**src/rtl/uart_rto_pkg.sv**
```systemverilog
package uart_rto_pkg;
    typedef enum logic [1:0] {
        ST_DRAINED = 2'd0,
        ST_WAITING = 2'd1,
        ST_EXPIRED = 2'd2
    } rto_state_t;
endpackage

```
**src/rtl/uart_rto_idle_cnt.sv**
```systemverilog
module uart_rto_idle_cnt #(
    parameter int IDLE_LIMIT = 32,
    localparam int CNT_W = $clog2(IDLE_LIMIT + 1)
) (
    input  logic clk,
    input  logic rst_n,
    input  logic restart,
    input  logic bit_tick,
    output logic expire
);
    localparam logic [CNT_W-1:0] LAST_CNT = CNT_W'(IDLE_LIMIT - 1);
    localparam logic [CNT_W-1:0] SAT_CNT  = CNT_W'(IDLE_LIMIT);

    logic [CNT_W-1:0] idle_cnt;

    // The expiry pulse fires on the tick that completes the window.
    always_comb begin
        expire = !restart && bit_tick && (idle_cnt == LAST_CNT);
    end

    always_ff @(posedge clk or negedge rst_n) begin
        if (!rst_n) begin
            idle_cnt <= '0;
        end else if (restart) begin
            idle_cnt <= '0;
        end else if (bit_tick && idle_cnt != SAT_CNT) begin
            idle_cnt <= idle_cnt + 1'b1;
        end
    end
endmodule

```
**src/rtl/uart_rto_fsm.sv**
```systemverilog
module uart_rto_fsm
    import uart_rto_pkg::*;
(
    input  logic clk,
    input  logic rst_n,
    input  logic fifo_empty,
    input  logic expire,
    input  logic sw_clear,
    output logic status
);
    rto_state_t state, state_nx;

    always_comb begin
        state_nx = state;
        if (fifo_empty) begin
            state_nx = ST_DRAINED;
        end else begin
            unique case (state)
                ST_DRAINED: state_nx = ST_WAITING;
                ST_WAITING: if (expire && !sw_clear) state_nx = ST_EXPIRED;
                ST_EXPIRED: if (sw_clear) state_nx = ST_WAITING;
                default:    state_nx = ST_DRAINED;
            endcase
        end
    end

    always_ff @(posedge clk or negedge rst_n) begin
        if (!rst_n) state <= ST_DRAINED;
        else        state <= state_nx;
    end

    always_comb begin
        unique case (state)
            ST_EXPIRED: status = 1'b1;
            default:    status = 1'b0;
        endcase
    end
endmodule

```
**src/rtl/uart_rx_timeout_irq.sv**
```systemverilog
module uart_rx_timeout_irq #(
    parameter int IDLE_LIMIT = 32
) (
    input  logic clk,
    input  logic rst_n,
    input  logic bit_tick,
    input  logic char_rcvd,
    input  logic fifo_empty,
    input  logic fifo_rd,
    input  logic rto_mask,
    input  logic rto_clr,
    output logic rto_raw,
    output logic rto_irq
);
    logic restart;
    logic expire;

    // Any sign of activity, an empty FIFO or a software clear restarts the window.
    assign restart = fifo_empty | char_rcvd | fifo_rd | rto_clr;

    uart_rto_idle_cnt #(.IDLE_LIMIT(IDLE_LIMIT)) u_cnt (
        .clk      (clk),
        .rst_n    (rst_n),
        .restart  (restart),
        .bit_tick (bit_tick),
        .expire   (expire)
    );

    uart_rto_fsm u_fsm (
        .clk        (clk),
        .rst_n      (rst_n),
        .fifo_empty (fifo_empty),
        .expire     (expire),
        .sw_clear   (rto_clr),
        .status     (rto_raw)
    );

    assign rto_irq = rto_raw & rto_mask;
endmodule

```
**config.mk**
```make
export PLATFORM = sky130hd
export DESIGN_NAME = uart_rx_timeout_irq
export DESIGN_NICKNAME = d
export VERILOG_FILES = /design/src/rtl/uart_rto_pkg.sv /design/src/rtl/uart_rto_idle_cnt.sv /design/src/rtl/uart_rto_fsm.sv /design/src/rtl/uart_rx_timeout_irq.sv
export SDC_FILE = /design/constraint.sdc
export NUM_CORES = 1
export LEC_CHECK = 0
export BUFFER_PORTS_ARGS = -buffer_cell sky130_fd_sc_hd__buf_2
export CAP_MARGIN = 20
export CORE_AREA = 2 2 39 41
export DETAILED_ROUTE_END_ITERATION = 6
export DIE_AREA = 0 0 41 43
export PLACE_DENSITY_LB_ADDON = 0.2
export SLEW_MARGIN = 20
export SYNTH_ARGS = -nofsm -noshare
export SYNTH_HDL_FRONTEND = slang
export SYNTH_SLANG_ARGS = --single-unit
```
**constraint.sdc**
```tcl
create_clock -name clk -period 3.56 [get_ports clk]
set_input_delay 0.712 -clock clk [delete_from_list [all_inputs] [get_ports clk]]
set_output_delay 0.712 -clock clk [all_outputs]
set_load 0.02 [all_outputs]
```
### After elaboration in Yosys (flattened, before gate mapping)

Cells that the tools add are included.

* register bits: 8
* input port bits: 8
* output and inout port bits: 2
* logic and storage cells: 29

* add/subtract/negate cells: 1
* equality and inequality tests: 6
* muxes and demuxes: 7
* bitwise logic cells: 4
* reduce and logical (&&, ||, !) cells: 9

Operators by type and width (count)
* 2-to-1 mux 6 bit: 2
* adder 6 x 1 -> 6 bit (second input constant): 1
* == test 6 x 5 -> 1 bit (second input constant): 1
* 2-to-1 mux 2 bit: 3
* inequality test 6 bit (second input constant): 1
* case mux 2 bit (3 select lines): 1
* logical AND 1 bit: 4
* inequality test 3 x 2 -> 1 bit (second input constant): 1
* inequality test 3 bit (second input constant): 1
* OR 1 bit: 3
* == test 2 x 1 -> 1 bit (second input constant): 1
* == test 2 bit (second input constant): 1
* logical NOT 1 bit: 2
* logical NOT 2 bit: 1
* AND reduction 2 bit: 1
* nonzero test 2 bit: 1
* bitwise AND 1 bit: 1
* 2-to-1 mux 1 bit: 1

### Depth between registers and ports, before layout

* depth in word-level cells: 10
* gate-level depth with buffers: 5

### By module

Synthesis repeated with hierarchy kept, for this count alone.

* cell total of the unflattened synthesis: 53
* area total of the unflattened synthesis: 516.7 um^2

By module, submodules not included
* uart_rto_idle_cnt: instances 1, cells each 42, area an instance 399.1 um^2, sequential area each 150.1 um^2
* uart_rto_fsm: instances 1, cells each 9, area an instance 103.8 um^2, sequential area each 50.0 um^2
* uart_rx_timeout_irq: instances 1, cells each 2, area an instance 13.8 um^2, sequential area each 0.0 um^2

### Worst setup path before layout

No wires, ideal clock.

* path kind: input to register
* from: in rto_clr
* to: reg u_fsm.state[0]
* arrival time: 1.945 ns
* required time: 3.440 ns
* slack: 1.496 ns
* stages on the path: 3
* buffers on the path: 0
* cell sequence: or4_4 or4_4 and3b_1

* word-level cells in the longest chain between the ends: 7
* elaborated cells on any way between the ends: 9
* those cells by class: eq/ne: 2; bitwise: 1; reduce/logical: 6

RTL lines
* from (decl): line uart_rx_timeout_irq.sv:11 `input logic rto_clr,`
* OR 1 bit: line uart_rx_timeout_irq.sv:19 `assign restart = fifo_empty | char_rcvd | fifo_rd | rto_clr;`
* logical NOT 1 bit: line uart_rto_idle_cnt.sv:18 `expire = !restart && bit_tick && (idle_cnt == LAST_CNT);`
* logical AND 1 bit (2 in a row): line uart_rto_idle_cnt.sv:18
* logical AND 1 bit: line uart_rto_fsm.sv:20 `ST_WAITING: if (expire && !sw_clear) state_nx = ST_EXPIRED;`
* inequality test 3 x 2 -> 1 bit (no line)
* AND reduction 2 bit (no line) *
* to (signal assigned): line uart_rto_fsm.sv:29 `else state <= state_nx;`
* to (decl): line uart_rto_fsm.sv:11 `rto_state_t state, state_nx;`

Every way passes the cells marked *; elsewhere a longest branch is shown, timed or not.
A chain may end at the register's enable or synchronous reset.

### Worst setup path in the final report

* from: in rto_clr
* to: reg u_fsm.state[1]

Same word-level chain as after synthesis.

==> flow_metrics.env <==
export IMPL_path_clk_slew_ns=0.05
export IMPL_wire_per_inst_um=11.7
export IMPL_cts_buffers_inserted=3
export IMPL_fin_skew_ns=0.00235
export IMPL_pre_cts_ws_ns=1.31
export IMPL_n_antenna_cell=0
export IMPL_setup_viol=0
export IMPL_path_buf_inv=1
export IMPL_maxCapViolCount=0
export IMPL_drt_iter0_markers=8
export IMPL_track_usage_pct=13.9
export IMPL_static_leakage_power_nw=0.242
export IMPL_hold_viol=0
export IMPL_post_drt_via_cell_ratio=4.99
export IMPL_rsz0062_at_grt="false"
export IMPL_status="completed"
export IMPL_worstPathMaxFanout=5
export IMPL_hp_class="input port to asynchronous set/reset pin"
export IMPL_drv_slew=0
export IMPL_crit_type="input port to register"
export IMPL_cts_setup_buffers=0
export IMPL_reg2reg_slack_ns=2.04
export IMPL_slowest_stage="or4_4"
export IMPL_endpoint_kind="register"
export IMPL_post_cts_resized=0
export IMPL_initial_core_util_pct=33.1
export IMPL_power_density_nw_per_um2=316
export IMPL_io_buffers=9
export IMPL_clock_latency_ns=0.25
export IMPL_yosysUniqueCellTypes=21
export IMPL_dp_hpwl_um=735
export IMPL_die_width_um=41
export IMPL_hold_buffers=0
export IMPL_drtPass1Iterations=4
export IMPL_rr_worst_depth=5
export IMPL_core_area_um2=1380
export IMPL_cts_buffer_depth=2
export IMPL_antenna_found_initial=0
export IMPL_fin_crit_sh_pct=55.3
export IMPL_postSynthAreaPerCell_um2=9.54
export IMPL_cp_cell_sequence="buf_2, or4_4, or4_4, o31ai_2"
export IMPL_cp_top_family="simple AND/OR/NAND/NOR gates"
export IMPL_grt_start_max_net_pins=9
export IMPL_min_period_ns=1.97
export IMPL_slew_headroom_pct=59.5
export IMPL_die_h_um=43
export IMPL_cts_sinks=8
export IMPL_place_gp_congestion=0.720
export IMPL_worst_pin_slew_ns=0.602
export IMPL_row_count=14
export IMPL_ys_ff_latch=8
export IMPL_vias=379
export IMPL_vdd_ir_drop_max_mv=0.196
export IMPL_dp_cells=73
export IMPL_finalWorstSetupSlack_ns=1.59
export IMPL_syn_to_final_growth_pct=19.1
export IMPL_pin_count=10
export IMPL_regToRegStartpoint="u_cnt.idle_cnt[0]"
export IMPL_grt_first_pass_wirelength_um=1570
export IMPL_reg2reg_to="u_cnt.idle_cnt[1]"
export IMPL_grt_pass1_vias=367
export IMPL_drive_above_1_share_pct=25.0
export IMPL_cts_max_level=1
export IMPL_gr_total_overflow=0
export IMPL_required_ns=3.71
export IMPL_cts_root_buffer="clkbuf_4"
export IMPL_dieArea_um2=1760
export IMPL_synth_warnings=0
export IMPL_critPathMostFrequentCell="or4_4"
export IMPL_synth_nets=58
export IMPL_worstSetupStartpointType="input port"
export IMPL_syn_inst=48
export IMPL_tns_ns=0
export IMPL_yosysSeqAreaShare_pct=43.7
export IMPL_ant_nets=0
export IMPL_fin_nets=72
export IMPL_drc=0
export IMPL_slowest_delay_ns=0.56
export IMPL_final_cells=76
export IMPL_fillerInstances=146
export IMPL_netlist_area_um2=458
export IMPL_wirelength_um=889
export IMPL_cts_tree="done"
export IMPL_clock_fmax_mhz=508
export IMPL_cp_arrival_ns=2.12
## sequential cells by signal, indices dropped and copies added, names as in the netlist
name,count
u_cnt.idle_cnt,6
u_fsm.state,2
## cell usage after synthesis (all sizes together)
cell | number | share of area [%]
nor2 | 3 | 2.5
nand2 | 9 | 7.4
mux2i | 2 | 4.4
a21boi | 1 | 1.6
ha | 2 | 5.5
or4 | 2 | 4.9
nor2b | 1 | 1.4
inv | 3 | 2.5
nand3b | 1 | 1.6
nor4 | 1 | 1.4
o21ai | 2 | 2.2
and3b | 1 | 1.9
or3 | 1 | 1.4
nand4 | 3 | 4.1
o31ai | 1 | 2.7
dfrtp | 8 | 44
nor4b | 1 | 1.9
and2 | 1 | 1.4
a21oi | 2 | 2.2
xor2 | 2 | 3.8
a21o | 1 | 1.6
## layout make-up
class                      instances  area [um^2]  area share [%]
tap                               16         20.0            3.67
inverter                           3         11.3            2.06
sequential                         8          200            36.7
timing repair buffer               9         45.0            8.26
multi-input combinational         37          246            45.2
clock buffer                       3         22.5            4.13
## logic make-up (layout without fill, tap and decap cells)
group | Yosys count | after routing | synth area share, %
adder cells (fa/ha/maj) | 2 | 2 | 5.46
AND/OR/NAND/NOR | 24 | 24 | 29.8
buffers and inverters | 3 | 15 | 2.46
XOR/XNOR | 2 | 2 | 3.83
multiplexers | 2 | 2 | 4.37
flip-flops | 8 | 8 | 43.7
AO/OA/AOI/OAI | 7 | 7 | 10.4
## power by group
group | switching (W) | internal (W) | total [W]
clock | 0.0000298 | 0.0000385 | 0.0000683
sequential | 0.000000759 | 0.0000918 | 0.0000926
combinational | 0.00000659 | 0.00000499 | 0.0000116
total | 0.0000371 | 0.000135 | 0.000172
## metrics by stage
stage / hold WS, ns / power (W) / cell area [um^2] / utilization, %
5_1_grt: 0.290 / 0.000184 / 546 / 39.4
2_1_floorplan: 0.416 / 0.0000977 / 458 / -
6_report: 0.294 / 0.000172 / 546 / 39.4
4_1_cts: 0.290 / 0.000176 / 546 / 39.4
3_5_place_dp: 0.504 / 0.000106 / 523 / 37.8
3_3_place_gp: 0.476 / 0.000106 / 523 / 37.8
## per-layer routing
layer	part of all wire, %	global-route usage (%)	wire, um	up-vias
met2	50	19.1	442	8
met5	0	0	0	-
li1	-	-	-	195
met1	46	18.2	409	176
met3	4.2	7.85	37	0
met4	0	4.00	0	0
## cells in the final DEF, fill, tap and decap left out
master,n
nand2_1,9
buf_2,9
dfrtp_1,8
inv_1,3
nand4_1,3
nor2_1,3
clkbuf_4,3
o21ai_0,2
or4_4,2
a21oi_1,2
mux2i_1,2
xor2_1,2
ha_1,2
nor2b_1,1
and2_1,1
or3_1,1
o31ai_2,1
nor4_1,1
nor4b_1,1
a21boi_0,1
and3b_1,1
nand3b_1,1
a21o_1,1
## worst max-delay path by stage
stage               startpoint  cells after the start             end  slack [ns]
finish                 rto_clr                      4  u_fsm.state[1]        1.59
floorplan              rto_clr                      3  u_fsm.state[0]        1.50
CTS                    rto_clr                      4  u_fsm.state[1]        1.58
global route           rto_clr                      4  u_fsm.state[1]        1.56
global placement       rto_clr                      4  u_fsm.state[0]        1.34
detailed placement     rto_clr                      4  u_fsm.state[1]        1.31
No activity file was read; power rests on OpenSTA's default activity.
